--- src/rtl/bcd_adder_pkg.sv ---
package bcd_adder_pkg;
  localparam int unsigned DIGIT_W = 4;

  typedef enum logic [1:0] {
    SLOT_POINT = 2'd0,
    SLOT_MAG   = 2'd1,
    SLOT_SIGN  = 2'd2
  } slot_e;
endpackage

--- src/rtl/bcd_digit_adder.sv ---
module bcd_digit_adder
  import bcd_adder_pkg::*;
(
  input  logic [DIGIT_W-1:0] a_i,
  input  logic [DIGIT_W-1:0] b_i,
  input  logic               carry_i,
  input  logic               sub_i,
  output logic [DIGIT_W-1:0] sum_o,
  output logic               carry_o
);
  logic [DIGIT_W-1:0] b_eff;
  logic [DIGIT_W:0]   raw;

  always_comb begin
    b_eff   = sub_i ? (4'd9 - b_i) : b_i;
    raw     = {1'b0, a_i} + {1'b0, b_eff} + {{DIGIT_W{1'b0}}, carry_i};
    carry_o = (raw > 5'd9);
    // +6 skips the six unused codes; the low nibble is the decimal digit
    sum_o   = carry_o ? (raw[DIGIT_W-1:0] + 4'd6) : raw[DIGIT_W-1:0];
  end
endmodule

--- src/rtl/digit_slot_tracker.sv ---
module digit_slot_tracker
  import bcd_adder_pkg::*;
#(
  parameter int unsigned NUM_MAG = 14
) (
  input  logic  clk_i,
  input  logic  rst_ni,
  input  logic  valid_i,
  input  logic  start_i,
  output logic  accept_o,
  output slot_e slot_o,
  output logic  top_mag_o,
  output logic  last_o,
  output logic  active_o
);
  localparam int unsigned SLOTS = NUM_MAG + 2;
  localparam int unsigned POS_W = $clog2(SLOTS);

  logic [POS_W-1:0] pos_q, pos;
  logic             active_q;

  always_comb begin
    pos       = start_i ? '0 : pos_q;
    accept_o  = valid_i && (start_i || active_q);
    top_mag_o = (pos == POS_W'(NUM_MAG));
    last_o    = (pos == POS_W'(SLOTS - 1));
    if (pos == '0)   slot_o = SLOT_POINT;
    else if (last_o) slot_o = SLOT_SIGN;
    else             slot_o = SLOT_MAG;
  end

  always_ff @(posedge clk_i or negedge rst_ni) begin
    if (!rst_ni) begin
      pos_q    <= '0;
      active_q <= 1'b0;
    end else if (accept_o) begin
      pos_q    <= pos + 1'b1;
      active_q <= !last_o;
    end
  end

  assign active_o = active_q;
endmodule

--- src/rtl/bcd_serial_adder.sv ---
module bcd_serial_adder
  import bcd_adder_pkg::*;
#(
  parameter int unsigned NUM_MAG = 14
) (
  input  logic               clk_i,
  input  logic               rst_ni,
  input  logic               valid_i,
  input  logic               start_i,
  input  logic               sub_i,
  input  logic [DIGIT_W-1:0] a_digit_i,
  input  logic [DIGIT_W-1:0] b_digit_i,
  output logic [DIGIT_W-1:0] sum_digit_o,
  output logic               sum_valid_o,
  output logic               carry_o,
  output logic               zero_o,
  output logic               done_o,
  output logic               all_zero_o,
  output logic               overflow_o
);
  logic               accept, top_mag, last, active_w;
  slot_e              slot;
  logic               mode;
  logic [DIGIT_W-1:0] add_sum, result;
  logic               add_cout;

  logic               sub_q, carry_q, valid_q, zero_q, done_q, allz_q, ovf_q;
  logic [DIGIT_W-1:0] sum_q;

  digit_slot_tracker #(.NUM_MAG(NUM_MAG)) u_track (
    .clk_i     (clk_i),
    .rst_ni    (rst_ni),
    .valid_i   (valid_i),
    .start_i   (start_i),
    .accept_o  (accept),
    .slot_o    (slot),
    .top_mag_o (top_mag),
    .last_o    (last),
    .active_o  (active_w)
  );

  assign mode = start_i ? sub_i : sub_q;

  bcd_digit_adder u_add (
    .a_i     (a_digit_i),
    .b_i     (b_digit_i),
    .carry_i (carry_q),
    .sub_i   (mode),
    .sum_o   (add_sum),
    .carry_o (add_cout)
  );

  assign result = (slot == SLOT_MAG) ? add_sum : a_digit_i;

  always_ff @(posedge clk_i or negedge rst_ni) begin
    if (!rst_ni) begin
      sub_q   <= 1'b0;
      carry_q <= 1'b0;
      valid_q <= 1'b0;
      zero_q  <= 1'b0;
      done_q  <= 1'b0;
      allz_q  <= 1'b0;
      ovf_q   <= 1'b0;
      sum_q   <= '0;
    end else begin
      valid_q <= accept;
      done_q  <= accept && last;
      if (accept) begin
        sum_q  <= result;
        zero_q <= (result == '0);
        unique case (slot)
          SLOT_POINT: begin
            sub_q   <= sub_i;
            carry_q <= sub_i;  // carry-in of one for nines complement
            allz_q  <= 1'b1;
            ovf_q   <= 1'b0;
          end
          SLOT_MAG: begin
            carry_q <= add_cout;
            allz_q  <= allz_q && (add_sum == '0);
            if (top_mag) ovf_q <= mode ? !add_cout : add_cout;
          end
          default: ;
        endcase
      end
    end
  end

  assign sum_digit_o = sum_q;
  assign sum_valid_o = valid_q;
  assign carry_o     = carry_q;
  assign zero_o      = zero_q;
  assign done_o      = done_q;
  assign all_zero_o  = allz_q;
  assign overflow_o  = ovf_q;
endmodule

--- config.mk ---
export PLATFORM = sky130hd
export DESIGN_NAME = bcd_serial_adder
export DESIGN_NICKNAME = d
export VERILOG_FILES = /design/src/rtl/bcd_adder_pkg.sv /design/src/rtl/bcd_digit_adder.sv /design/src/rtl/digit_slot_tracker.sv /design/src/rtl/bcd_serial_adder.sv
export SDC_FILE = /design/constraint.sdc
export NUM_CORES = 1
export LEC_CHECK = 0
export BUFFER_PORTS_ARGS = -buffer_cell sky130_fd_sc_hd__buf_2
export CORE_MARGIN = 2
export CORE_UTILIZATION = 45
export CTS_CLUSTER_DIAMETER = 50
export DETAILED_ROUTE_END_ITERATION = 7
export GPL_ROUTABILITY_DRIVEN = 0
export GPL_TIMING_DRIVEN = 0
export MAX_ROUTING_LAYER = met4
export PLACE_DENSITY = 0.71
export SETUP_SLACK_MARGIN = 0.3
export SYNTH_ARGS = -nofsm -noshare
export SYNTH_HDL_FRONTEND = slang
export SYNTH_SLANG_ARGS = --single-unit
--- constraint.sdc ---
create_clock -name clk_i -period 3.2 [get_ports clk_i]
set_input_delay 0.32 -clock clk_i [delete_from_list [all_inputs] [get_ports clk_i]]
set_output_delay 0.32 -clock clk_i [all_outputs]
set_load 0.005 [all_outputs]
---- Word level (Yosys, flattened, before mapping) ----
Cells that the tools add are included.
operators by class
  mux-type cells .......................... 12
  equality and inequality tests ........... 4
  reductions and logical operators ........ 14
  add/subtract/negate cells ............... 5
  order comparisons ....................... 1
operators by type and width
  cell                 number
  $mux 4               4
  $logic_not 4->1      3
  $eq 4x4->1 const B   2
  $pmux 1 s2           3
  $add 4x4->5          1
  $add 5x1->5          1
  $gt 5x4->1 const B   1
  $add 4x1->4 const B  1
  $add 4x3->4 const B  1
  $mux 2               2
  $reduce_and 2->1     2
  $sub 4x4->4 const A  1
  $logic_and 1x1->1    3
  $mux 1               3
  $reduce_and 3->1     1
  $eq 2x1->1 const B   1
  $logic_not 1->1      2
  $logic_not 2->1      1
  $ne 2x2->1 const B   1
  $reduce_bool 2->1    1
  $logic_or 1x1->1     1
storage, ports and cells
  logic and storage cells ................. 46
  bits of input ports ..................... 13
  output and inout bits ................... 10
  bits in registers ....................... 16

---- Logic depth before layout (Yosys ltp) ----
Gate-level depths: netlist (run 1).
  depth after elaboration ................. 9
  gate-level depth with buffers ........... 15
  mapped depth without buffers ............ 14

---- By module ----
A second synthesis (run 1) with hierarchy kept.
unflattened totals
  cells, all modules ...................... 115
  area total of the unflattened synthesis .. 1102.3 µm²
by module, submodules not included
  module              instances  area each (µm²)  cells an instance  seq. area each (µm²)
  bcd_serial_adder    1          506.7            46                 275.3
  digit_slot_tracker  1          317.8            34                 125.1
  bcd_digit_adder     1          277.8            35                 0.0

---- Least setup slack after synthesis (run 1) ----
No wires, ideal clock.
  kind .................................... in2reg
  start point ............................. input start_i
  end point ............................... register zero_q (netlist: zero_o)
  path buffers ............................ 1
  required time ........................... 3.078 ns
  arrival time ............................ 3.078 ns
  cell stages on the path ................. 15
  path slack .............................. 0.000 ns
  library setup time ...................... 0.122 ns
  cell sequence ........................... buf_2 mux2i_1 xor2_1 fa_1 inv_1 fa_1 xor2_1 inv_1 ha_1 nand2_1 o31ai_1 o311ai_1 o221ai_2 and2_1 a32o_1
on the way
  longest elaborated chain between the ends .. 8
  elaborated cells on any way between the ends .. 17
  classes of those cells .................. add/sub: 3; order compare: 1; eq/ne: 2; mux: 7; reduce/logical: 4
RTL lines
  element                                    RTL line                                      source
  start, declared                            bcd_serial_adder.sv:9                         input logic start_i,
  $mux 1                                     bcd_serial_adder.sv:42                        assign mode = start_i ? sub_i : sub_q;
  $mux 4                                     bcd_digit_adder.sv:15                         b_eff = sub_i ? (4'd9 - b_i) : b_i;
  $add 4x4->5                                bcd_digit_adder.sv:16                         raw = {1'b0, a_i} + {1'b0, b_eff} + {{DIGIT_W{1'b0}}, carry_i};
  $add 5x1->5                                bcd_digit_adder.sv:16
  $add 4x3->4 or $gt 5x4->1 (tied branches)  bcd_digit_adder.sv:19, bcd_digit_adder.sv:17
  $mux 4                                     bcd_digit_adder.sv:19                         sum_o = carry_o ? (raw[DIGIT_W-1:0] + 4'd6) : raw[DIGIT_W-1:0];
  $mux 4                                     bcd_serial_adder.sv:53                        assign result = (slot == SLOT_MAG) ? add_sum : a_digit_i;
  $logic_not 4->1                            bcd_serial_adder.sv:70                        zero_q <= (result == '0);
  end signal, assigned                       bcd_serial_adder.sv:70
  end, declared                              bcd_serial_adder.sv:27                        logic sub_q, carry_q, valid_q, zero_q, done_q, allz_q, ovf_q;
Parallel ways exist; a longest one is shown, timed or not.
A chain may end at the register's enable or synchronous reset.

---- Final worst setup path (run 1) ----
  start point ............................. register sub_q
  end point ............................... register zero_q (netlist: zero_o)
on the way
  longest elaborated chain between the ends .. 8
  elaborated cells on any way between the ends .. 9
  classes of those cells .................. add/sub: 3; order compare: 1; mux: 4; reduce/logical: 1
RTL lines
  element                                    RTL line                                      source
  start, declared                            bcd_serial_adder.sv:27
  start signal, assigned                     bcd_serial_adder.sv:73                        sub_q <= sub_i;
  $mux 1 (*)                                 bcd_serial_adder.sv:42
  $mux 4 (*)                                 bcd_digit_adder.sv:15
  $add 4x4->5 (*)                            bcd_digit_adder.sv:16
  $add 5x1->5 (*)                            bcd_digit_adder.sv:16
  $add 4x3->4 or $gt 5x4->1 (tied branches)  bcd_digit_adder.sv:19, bcd_digit_adder.sv:17
  $mux 4 (*)                                 bcd_digit_adder.sv:19
  $mux 4 (*)                                 bcd_serial_adder.sv:53
  $logic_not 4->1 (*)                        bcd_serial_adder.sv:70
Mark *: on every way between the ends. The rest lies on a longest branch, timed or not.

==> metrics.md, run 1 <==
| Metric | Value |
|---|---|
| N_diodes | `0` |
| Setup TNS Final | `0 ns` |
| Register area | `400.4 um2` |
| # Max-Cap Violations | `0` |
| Pre-antenna DRT Iters | `4` |
| Clk sinks | `16` |
| Core Area | `2477 um2` |
| Post-synth ARST share | `100.0%` |
| Final count of negative-setup-slack endpoints | `0` |
| HPWL after detailed placement | `1954 um` |
| I/O pin cnt | `23` |
| Max-slew violations | `0` |
| RSZ-0062 raised after global routing | `yes` |
| Area after DPL | `1394 um2` |
| Unique masters post-synth | `44` |
| Row count | `18` |
| Crit Path Category | `flop to flop` |
| Placed insts | `175` |
| Worst path required time | `3.38 ns` |
| Fin util | `61.16%` |
| Min Tclk post-route | `2.903 ns` |
| Combinational power share | `57.7%` |
| Starting Density | `47.37%` |
| Syn nets | `148` |
| Largest net degree at the start of global routing | `17` |
| Setup crit start kind | `flop` |
| Hold Path Class | `primary input to flop` |
| Area delta synth->final | `29.10%` |
| H-tree depth | `1` |
| Average wire per standard cell | `13.22 um` |
| Final instance area | `1515 um2` |
| CP Max Fanout | `5` |
| Die Ht | `55.07 um` |
| Fin crit share | `90.73%` |
| Worst path bufs/invs | `2` |
| Skew final | `0.0007140 ns` |
| Pwr Density | `643.6 nW/um2` |
| Die area | `3033 um2` |
| Syn Inst Count | `125` |
| Clock Path Buffers | `2` |
| Max rail drop VDD | `0.4144 mV` |
| Switching Fraction | `38.44%` |
| Worst path slowest cell | `dfrtp_1` |
| Layout cells sized above 1 | `35.67%` |
| Initial antenna violation count | `0` |
| Total chip power | `975.2 uW` |
| Max Fclk | `0.3444 GHz` |
| Global-route wire length before repair | `4057 um` |
| Crit path cell chain | `mux2i_4, xor2_2, fa_2, inv_2, fa_2, xor2_4, inv_2, ha_4, nand2_4, o31ai_4, o31a_4, xnor2_2, mux2i_1, a32o_1` |
| Sequential Power Share | `28.9%` |
| CTS root buf | `clkbuf_4` |
| Critical Path Sink Type | `flop` |
| CTS Buf Count | `3` |
| Clock Power Share | `13.5%` |
| Nets@finish | `181` |
| Seq/Total Area, Yosys | `34.12%` |
| CP peak stage delay | `0.41 ns` |
| Crit path max-delay family | `adder cells` |
| Final ANT Viol Nets | `0` |
| DRC viols | `0` |
| WL final | `2473 um` |
| Footprint of the multi-input gates | `799.5 um2` |
| Slew headroom | `65.66%` |
| First DRT Iteration DRCs | `7` |
| Mapped cell area | `1174 um2` |
| Leakage | `0.0007131 uW` |
| Run status | `finished, final reports clean` |
| Vias in the first global route | `973` |
| Die width | `55.07 um` |
| Worst Path Arrival | `3.08 ns` |
| Yosys warns | `0` |
| CTS tree | `yes` |
| Total gr overflow | `0` |
| Flops & latches, synth | `16` |
| Avg Inst Size Synth | `9.389 um2` |
| Total track usage | `19.12%` |
| Clock latency on the worst-skew pair | `0.28 ns` |
| Filler instances | `217` |
| P_sw | `374.9 uW` |
| CTS clk-pin slew, worst paths | `0.09 ns` |
| Via/cell ratio | `5.519` |
| Post-route non-filler standard cell count | `187` |
| Post-synth EDFFs | `0` |
| Final Hold Vio Count | `0` |
| Port Buffer Count | `20` |
| Worst-Margin Slew | `0.5098 ns` |
| P_int | `600.3 uW` |
| DR vias | `1032` |
| Ys flop type | `dfrtp_1` |
==> Yosys cell counts (all sizes together) (2+ instances only) <==
cell	count	area share, %
clkbuf	3	0.96
nand2b	3	1.6
a21o	4	2.7
a21oi	8	3.4
o21ai	7	3.0
xor2	2	1.5
nand4b	2	1.5
nand2	10	3.2
mux2i	3	2.6
nor3	4	1.7
dfrtp	16	34
fa	2	3.4
ha	8	8.5
inv	14	4.5
o22ai	2	1.1
nand3	2	0.85
mux2	3	2.9
xnor2	3	2.9
a32o	2	1.7
nor2	5	1.6
==> worst paths after layout <==
| kind | start | endpoint | slack, ns | cells after the start |
|---|---|---|---|---|
| worst max-delay path | sub_q$_DFFE_PN0P_ | zero_o$_DFFE_PN0P_ | 0.30 | 14 |
| worst min-delay path | sub_i | sub_q$_DFFE_PN0P_ | 0.34 | 2 |
| worst max register to register | sub_q$_DFFE_PN0P_ | zero_o$_DFFE_PN0P_ | 0.30 | 14 |
| worst min register to register | sum_digit_o[2]$_DFFE_PN0P_ | sum_digit_o[2]$_DFFE_PN0P_ | 0.48 | 2 |
| max in group asynchronous | rst_ni | sum_digit_o[2]$_DFFE_PN0P_ | 2.48 | 2 |
| min in group asynchronous | rst_ni | u_track.active_o$_DFFE_PN0P_ | 0.47 | 2 |
==> metal layers <==
metal	vias to the layer above	GRT usage, %	wire [um]
met4	0	1.220	0
met5	-	-	0
li1	515	-	-
met3	0	4.839	125
met1	485	24.04	1095
met2	32	32.54	1252
==> power by group through the flow <==
stage | Combinational [uW] | Sequential (uW) | Clock, uW
after global placement | 484 | 284 | 0
final | 562 | 282 | 131
after floorplan | 382 | 285 | 0
after detailed placement | 496 | 287 | 0
after global routing | 626 | 289 | 146
after CTS | 518 | 282 | 135
==> cell type report <==
type | instances | share of cell area [%]
Tap cell | 30 | 2.477
Clock buffer | 4 | 2.395
Inverter | 14 | 3.468
Buffer | 4 | 1.734
Sequential cell | 16 | 26.42
Timing Repair Buffer | 28 | 10.73
Multi-Input combinational cell | 91 | 52.77
==> placed cells by master (no fill, tap or decap), drive strengths merged, types with 4 or more instances in the layout <==
cell type / count
ha: 8
a21o: 4
nor3: 4
clkbuf: 7
inv: 14
a21oi: 8
nand2: 10
dfrtp: 16
buf: 28
nor2: 5
o21ai: 7
==> cell families (layout without fill, tap and decap cells) <==
family / after synthesis / count (layout) / share of synthesized area [%]
adder cells (fa/ha/maj): 10 / 10 / 11.94
AND/OR/NAND/NOR: 33 / 33 / 15.03
multiplexers: 6 / 6 / 5.437
XOR/XNOR: 5 / 5 / 4.372
buffers and inverters: 18 / 50 / 5.863
flip-flops: 16 / 16 / 34.11
AO/OA/AOI/OAI: 37 / 37 / 23.24
==> through the flow <==
| step | setup WS (ns) | hold slack (ns) |
|---|---|---|
| 2_1_floorplan | 0.1632 | 0.02441 |
| 3_3_place_gp | 0.01713 | 0.2486 |
| 3_5_place_dp | -0.04019 | 0.2502 |
| 4_1_cts | 0.2735 | 0.3410 |
| 5_1_grt | 0.1470 | 0.3431 |
| 6_report | 0.2966 | 0.3424 |
==> registers in the layout, summed over array words and instances, names as in the netlist <==
register and flops:
sum_digit_o 4, overflow_o 1, u_track.pos_q 4, sub_q 1, carry_o 1, done_o 1, all_zero_o 1, sum_valid_o 1
zero_o 1, u_track.active_o 1
==> repair_timing <==
action	in CTS	in global routing
pin swaps	4	2
setup endpoints to repair	6	4
endpoints found under the hold margin	16	0
buffers inserted	3	4
hold buffers	1	0
resized for setup	2	3
Power figures use the tool's default switching activity.
==> inputs of run 2 (changes only) <==
PLACE_DENSITY = 0.68   (was 0.71)
REMOVE_ABC_BUFFERS = 1   (was not set)
clock period = 2.8 ns   (was 3.2 ns; I/O delays follow)
==> run 2 against run 1 <==
  * The run now ends with setup timing left
  * Clock skew grew 0.0050 ns
  * Sequential cell count is the same
  * Hold slack lost 0.043 ns
  * Core utilization grew 2.0 points
  * Cell area grew 3.3%
  * Maximum frequency shrank 2.2%
  * Total power grew 23%
  * Global-route usage grew 1.6 points
  * Clock power shrank 8%
  * Register-to-register slack lost 0.46 ns
  * Critical endpoint unchanged
==> metrics.md, run 2 (synthesis gave the netlist of run 1 again) <==
| Metric | Value |
|---|---|
| Largest net degree at the start of global routing | `17 (unchanged)` |
| Final instance area | `1565 um2 (was 1515 um2)` |
| RSZ-0062 raised after global routing | `yes (unchanged)` |
| Combinational power share | `62.8% (was 57.7%)` |
| Nets@finish | `188 (was 181)` |
| Pre-antenna DRT Iters | `4 (unchanged)` |
| Core Area | `2477 um2 (unchanged)` |
| Clock latency on the worst-skew pair | `0.29 ns (was 0.28 ns)` |
| CTS root buf | `clkbuf_4 (unchanged)` |
| Total track usage | `20.70% (was 19.12%)` |
| Fin crit share | `106.0% (was 90.73%)` |
| RR Endpoint | `zero_o$_DFFE_PN0P_ (unchanged)` |
| # Max-Cap Violations | `0 (unchanged)` |
| RR Startpoint | `sub_q$_DFFE_PN0P_ (unchanged)` |
| CTS clk-pin slew, worst paths | `0.09 ns (about the same)` |
| Final count of negative-setup-slack endpoints | `6 (was 0)` |
| Sequential Power Share | `27.2% (was 28.9%)` |
| Global-route wire length before repair | `4243 um (was 4057 um)` |
| P_int | `727.8 uW (was 600.3 uW)` |
| Slew headroom | `15.63% (was 65.66%)` |
| Most common cell after layout, fill and taps aside | `buf_2 (unchanged)` |
| Setup crit start kind | `flop (unchanged)` |
| CP Max Fanout | `3 (was 5)` |
| WL final | `2753 um (was 2473 um)` |
| N_diodes | `0 (unchanged)` |
| Run status | `finished, violations left (was finished, final reports clean)` |
| Worst-Margin Slew | `1.252 ns (was 0.5098 ns)` |
| Critical Path Source | `sub_q$_DFFE_PN0P_ (unchanged)` |
| Place WS | `-0.8063 ns (was -0.04019 ns)` |
| Die width | `55.07 um (unchanged)` |
| Leakage | `0.0007457 uW (was 0.0007131 uW)` |
| Port Buffer Count | `22 (was 20)` |
| Failing checks | `setup timing` |
| Average wire per standard cell | `14.26 um (was 13.22 um)` |
| Switching Fraction | `39.29% (was 38.44%)` |
| Reg2Reg Setup Slack | `-0.17 ns (was 0.30 ns)` |
| Vias in the first global route | `996 (was 973)` |
| Critical Path Sink Type | `flop (unchanged)` |
| Max rail drop VDD | `0.4749 mV (was 0.4144 mV)` |
| Worst path required time | `2.97 ns (was 3.38 ns)` |
| Area after DPL | `1305 um2 (was 1394 um2)` |
| Clock Path Buffers | `2 (unchanged)` |
| Final Hold Vio Count | `0 (unchanged)` |
| Final ANT Viol Nets | `0 (unchanged)` |
| I/O pin cnt | `23 (unchanged)` |
| Most frequent cells in the layout | `22 x buf_2, 16 x dfrtp_1, 16 x buf_4 (was 20 x buf_2, 16 x dfrtp_1, 11 x inv_1)` |
| Layout cells sized above 1 | `42.33% (was 35.67%)` |
| Pwr Density | `765.9 nW/um2 (was 643.6 nW/um2)` |
| Total gr overflow | `0 (unchanged)` |
| Crit Path Category | `flop to flop (unchanged)` |
| Worst Path Arrival | `3.14 ns (was 3.08 ns)` |
| Area delta synth->final | `33.37% (was 29.10%)` |
| DR vias | `1074 (was 1032)` |
| P_sw | `471.0 uW (was 374.9 uW)` |
| Max Fclk | `0.3370 GHz (was 0.3444 GHz)` |
| Final setup margin | `-0.1676 ns (was 0.2966 ns)` |
| Reg2reg path depth | `15 (was 14)` |
| Hold Path Class | `primary input to flop (unchanged)` |
| Skew final | `0.005670 ns (was 0.0007140 ns)` |
| Via/cell ratio | `5.565 (was 5.519)` |
| Min Tclk post-route | `2.968 ns (was 2.903 ns)` |
| DRC viols | `0 (unchanged)` |
| HPWL after detailed placement | `1940 um (was 1954 um)` |
| H-tree depth | `1 (unchanged)` |
| Max-slew violations | `0 (unchanged)` |
| Die area | `3033 um2 (unchanged)` |
| Worst Setup EP | `zero_o$_DFFE_PN0P_ (unchanged)` |
| Setup TNS Final | `-0.5364 ns (was 0 ns)` |
| First DRT Iteration DRCs | `18 (was 7)` |
| Clock Power Share | `10.0% (was 13.5%)` |
| Die Ht | `55.07 um (unchanged)` |
| Starting Density | `47.37% (unchanged)` |
| Initial antenna violation count | `0 (unchanged)` |
| CTS tree | `yes (unchanged)` |
| CTS Buf Count | `3 (unchanged)` |
| Clk sinks | `16 (unchanged)` |
| Fin util | `63.18% (was 61.16%)` |
| Row count | `18 (unchanged)` |
## run 2: changes by cell type in the layout (fill, tap and decap cells not counted), sizes merged
| cell | delta |
|---|---|
| clkbuf | -4 |
| buf | +10 |
## run 2: layout make-up
class	count	area, um2
clock buffers	3	22.52
inverters	14	52.55
well taps	30	37.54
flip-flops and latches	16	400.4
fillers	222	912.1
multi-input cells	91	812.0
repair buffers	39	240.2
## run 2: how the worst min path moves through the flow
| stage | startpoint | to | slack [ns] | depth (start not counted) |
|---|---|---|---|---|
| 2_1_floorplan | rst_ni | all_zero_o$_DFFE_PN0P_ | -0.02 | 0 |
| 3_3_place_gp | rst_ni | sum_valid_o$_DFF_PN0_ | 0.21 | 1 |
| 3_5_place_dp | rst_ni | sum_digit_o[0]$_DFFE_PN0P_ | 0.22 | 1 |
| 4_1_cts | sub_i | sub_q$_DFFE_PN0P_ | 0.29 | 2 |
| 5_1_grt | sub_i | sub_q$_DFFE_PN0P_ | 0.29 | 2 |
| 6_report | sub_i | sub_q$_DFFE_PN0P_ | 0.30 | 2 |
## run 2: worst max-delay path: stages, from the launching register on
cell      delay [ns]
dfrtp_1         0.43
mux2i_4         0.22
xor2_2          0.17
fa_2            0.22
inv_2           0.04
fa_2            0.36
xor2_2          0.20
inv_2           0.07
buf_4           0.14
buf_4           0.12
buf_4           0.12
buf_4           0.13
o311ai_2        0.07
o221ai_2        0.14
and2_1          0.15
a32o_1          0.25
## run 2: power by group through the flow
stage / logic, uW / clock network (uW) / registers (uW)
final: 753 / 120 / 326
after global routing: 821 / 133 / 333
after CTS: 676 / 124 / 326
after detailed placement: 482 / 0 / 328
after global placement: 462 / 0 / 322
after floorplan: 351 / 0 / 323
## run 2: metal layers
layer	vias to the layer above	part of all wire (%)	global-route usage, %
met1	518	41	22.60
met5	-	0	-
met3	9	2.9	1.882
met2	24	54	37.30
li1	523	-	-
met4	0	2.7	10.57
## run 2: stage by stage
step | std cells | hold slack (ns) | power (uW)
after floorplan | 121 | -0.01559 | 674.2
after detailed placement | 173 | 0.2159 | 810.0
after global placement | 173 | 0.2115 | 784.6
after global routing | 193 | 0.2911 | 1288
final | 193 | 0.2992 | 1199
after CTS | 191 | 0.2862 | 1126
## run 2: what timing repair did
action                     CTS  global route
hold buffers                 1             0
hold endpoints to repair    16             0
pin swaps                   13             9
setup endpoints to repair    7             7
setup buffers               14             2
resized for setup           16             9
==> inputs of run 3 (changes only) <==
TNS_END_PERCENT = 50   (was not set)
==> run 3 against run 2 <==
  * Hold slack got worse by 0.0032 ns
  * Core utilization decreased by 0.30 points
  * The run still ends with setup timing left
  * Clock power about the same
  * Highest routed layer unchanged
  * Maximum frequency about the same
  * Critical path type unchanged
  * Largest cell class unchanged
==> metrics.md, run 3 (synthesis gave the netlist of run 1 again) <==
| Metric | Value |
|---|---|
| Run status | `finished, violations left (unchanged)` |
| Failing checks | `setup timing (unchanged)` |
| Die Ht | `55.07 um (unchanged)` |
| Max-slew violations | `0 (unchanged)` |
| Crit Path Category | `flop to flop (unchanged)` |
| RR Endpoint | `zero_o$_DFFE_PN0P_ (unchanged)` |
| CTS Buf Count | `3 (unchanged)` |
| Total track usage | `20.70% (unchanged)` |
| Slew headroom | `15.42% (was 15.63%)` |
| WL final | `2749 um (was 2753 um)` |
| I/O pin cnt | `23 (unchanged)` |
| First DRT Iteration DRCs | `17 (was 18)` |
| Worst-Margin Slew | `1.255 ns (was 1.252 ns)` |
| N_diodes | `0 (unchanged)` |
| Global-route wire length before repair | `4243 um (unchanged)` |
| CTS clk-pin slew, worst paths | `0.09 ns (about the same)` |
| Hold Path Class | `primary input to flop (unchanged)` |
| Final setup margin | `-0.1687 ns (was -0.1676 ns)` |
| Starting Density | `47.37% (unchanged)` |
| CTS root buf | `clkbuf_4 (unchanged)` |
| DRC viols | `0 (unchanged)` |
| Max rail drop VDD | `0.4715 mV (was 0.4749 mV)` |
| Setup TNS Final | `-0.5658 ns (was -0.5364 ns)` |
| Min Tclk post-route | `2.969 ns (was 2.968 ns)` |
| Final count of negative-setup-slack endpoints | `6 (unchanged)` |
| Placed insts | `173 (unchanged)` |
| CP peak stage delay | `0.43 ns (about the same)` |
| Filler instances | `224 (was 222)` |
| Place WS | `-0.8063 ns (unchanged)` |
| Clock Path Buffers | `2 (unchanged)` |
| Worst path slowest cell | `dfrtp_1 (unchanged)` |
| Average wire per standard cell | `14.24 um (was 14.26 um)` |
| Leakage | `0.0007448 uW (was 0.0007457 uW)` |
| Fin crit share | `106.0% (about the same)` |
| Area delta synth->final | `32.73% (was 33.37%)` |
| Total gr overflow | `0 (unchanged)` |
| Worst path required time | `2.97 ns (about the same)` |
| Path length in cells of the critical path | `15 (unchanged)` |
| Final Hold Vio Count | `0 (unchanged)` |
| Port Buffer Count | `22 (unchanged)` |
| Critical Path Source | `sub_q$_DFFE_PN0P_ (unchanged)` |
| Die area | `3033 um2 (unchanged)` |
| CTS tree | `yes (unchanged)` |
| Vias in the first global route | `995 (was 996)` |
| Clk sinks | `16 (unchanged)` |
| RR Startpoint | `sub_q$_DFFE_PN0P_ (unchanged)` |
| Setup crit start kind | `flop (unchanged)` |
| Max Fclk | `0.3368 GHz (was 0.3370 GHz)` |
| Largest net degree at the start of global routing | `17 (unchanged)` |
| H-tree depth | `1 (unchanged)` |
| Worst path bufs/invs | `6 (unchanged)` |
| Final instance area | `1558 um2 (was 1565 um2)` |
| Most common cell after layout, fill and taps aside | `buf_2 (unchanged)` |
| Post-route non-filler standard cell count | `193 (unchanged)` |
| Worst Path Arrival | `3.14 ns (about the same)` |
| Die width | `55.07 um (unchanged)` |
| Worst Setup EP | `zero_o$_DFFE_PN0P_ (unchanged)` |
| Crit path cell chain | `mux2i_4, xor2_2, fa_2, inv_2, fa_2, xor2_2, inv_2, buf_4, buf_4, buf_4, buf_4, o311ai_2, o221ai_2, and2_1, a32o_1 (unchanged)` |
| Row count | `18 (unchanged)` |
| Skew final | `0.006434 ns (was 0.005670 ns)` |
| CP Max Fanout | `3 (unchanged)` |
| HPWL after detailed placement | `1940 um (unchanged)` |
| Pwr Density | `765.0 nW/um2 (was 765.9 nW/um2)` |
| RSZ-0062 raised after global routing | `yes (unchanged)` |
| Core Area | `2477 um2 (unchanged)` |
| Critical Path Sink Type | `flop (unchanged)` |
| Via/cell ratio | `5.518 (was 5.565)` |
| Reg2reg path depth | `15 (unchanged)` |
| DR vias | `1065 (was 1074)` |
| # Max-Cap Violations | `0 (unchanged)` |
| Final ANT Viol Nets | `0 (unchanged)` |
| Clock latency on the worst-skew pair | `0.29 ns (about the same)` |
| Crit path max-delay family | `buffers and inverters (unchanged)` |
| Initial antenna violation count | `0 (unchanged)` |
| Nets@finish | `188 (unchanged)` |
| Pre-antenna DRT Iters | `4 (unchanged)` |
| Most frequent CP cell | `buf_4 (unchanged)` |
| Area after DPL | `1305 um2 (unchanged)` |
| Layout cells sized above 1 | `41.10% (was 42.33%)` |
| Most frequent cells in the layout | `22 x buf_2, 16 x dfrtp_1, 16 x buf_4 (unchanged)` |
| Reg2Reg Setup Slack | `-0.17 ns (about the same)` |
## run 3: layout make-up
| class | count | area (um2) | area share [%] |
|---|---|---|---|
| clock buffers | 3 | 22.52 | 1.446 |
| inverters | 14 | 52.55 | 3.374 |
| multi-input cells | 91 | 804.5 | 51.65 |
| flip-flops and latches | 16 | 400.4 | 25.70 |
| well taps | 30 | 37.54 | 2.410 |
| repair buffers | 39 | 240.2 | 15.42 |
## run 3: timing repair
action / CTS / global route
resized for setup: 16 / 7
endpoints found under the setup margin: 7 / 7
pin swaps: 13 / 9
hold endpoints to repair: 16 / 0
buffers inserted: 14 / 2
hold buffers: 1 / 0
## run 3: worst min-delay path by stage
stage	cells after the start	end	from
floorplan	0	all_zero_o$_DFFE_PN0P_	rst_ni
global placement	1	sum_valid_o$_DFF_PN0_	rst_ni
detailed placement	1	sum_digit_o[0]$_DFFE_PN0P_	rst_ni
CTS	2	sub_q$_DFFE_PN0P_	sub_i
global route	2	sub_q$_DFFE_PN0P_	sub_i
finish	2	sub_q$_DFFE_PN0P_	sub_i
## run 3: routing by layer
metal  GRT usage [%]  part of all wire (%)  vias up  wire, um
met2           37.30                    54       28      1475
li1                -                     -      521         -
met5               -                     0        -         0
met4           10.57                   2.7        0        75
met1           22.60                    40      507      1112
met3           1.882                   3.1        9        86
## run 3: report_power, final
group	switching (uW)	internal, uW	leakage (uW)
Sequential	41.9	284	0.000195
Combinational	355	390	0.000536
Clock	70.5	50.0	0.0000138
## run 3: per-stage QoR
step,util [%],power [uW],hold WS (ns)
after floorplan,-,674.2,-0.01559
after global placement,52.68,784.6,0.2115
after detailed placement,52.68,810.0,0.2159
after CTS,60.91,1126,0.2862
after global routing,62.88,1280,0.2911
final,62.88,1192,0.2959
## run 3: worst register-to-register path: stages, from the launching register on
cell	delay (ns)
dfrtp_1	0.43
mux2i_4	0.22
xor2_2	0.17
fa_2	0.22
inv_2	0.04
fa_2	0.36
xor2_2	0.21
inv_2	0.07
buf_4	0.14
buf_4	0.12
buf_4	0.12
buf_4	0.13
o311ai_2	0.07
o221ai_2	0.14
and2_1	0.15
a32o_1	0.25
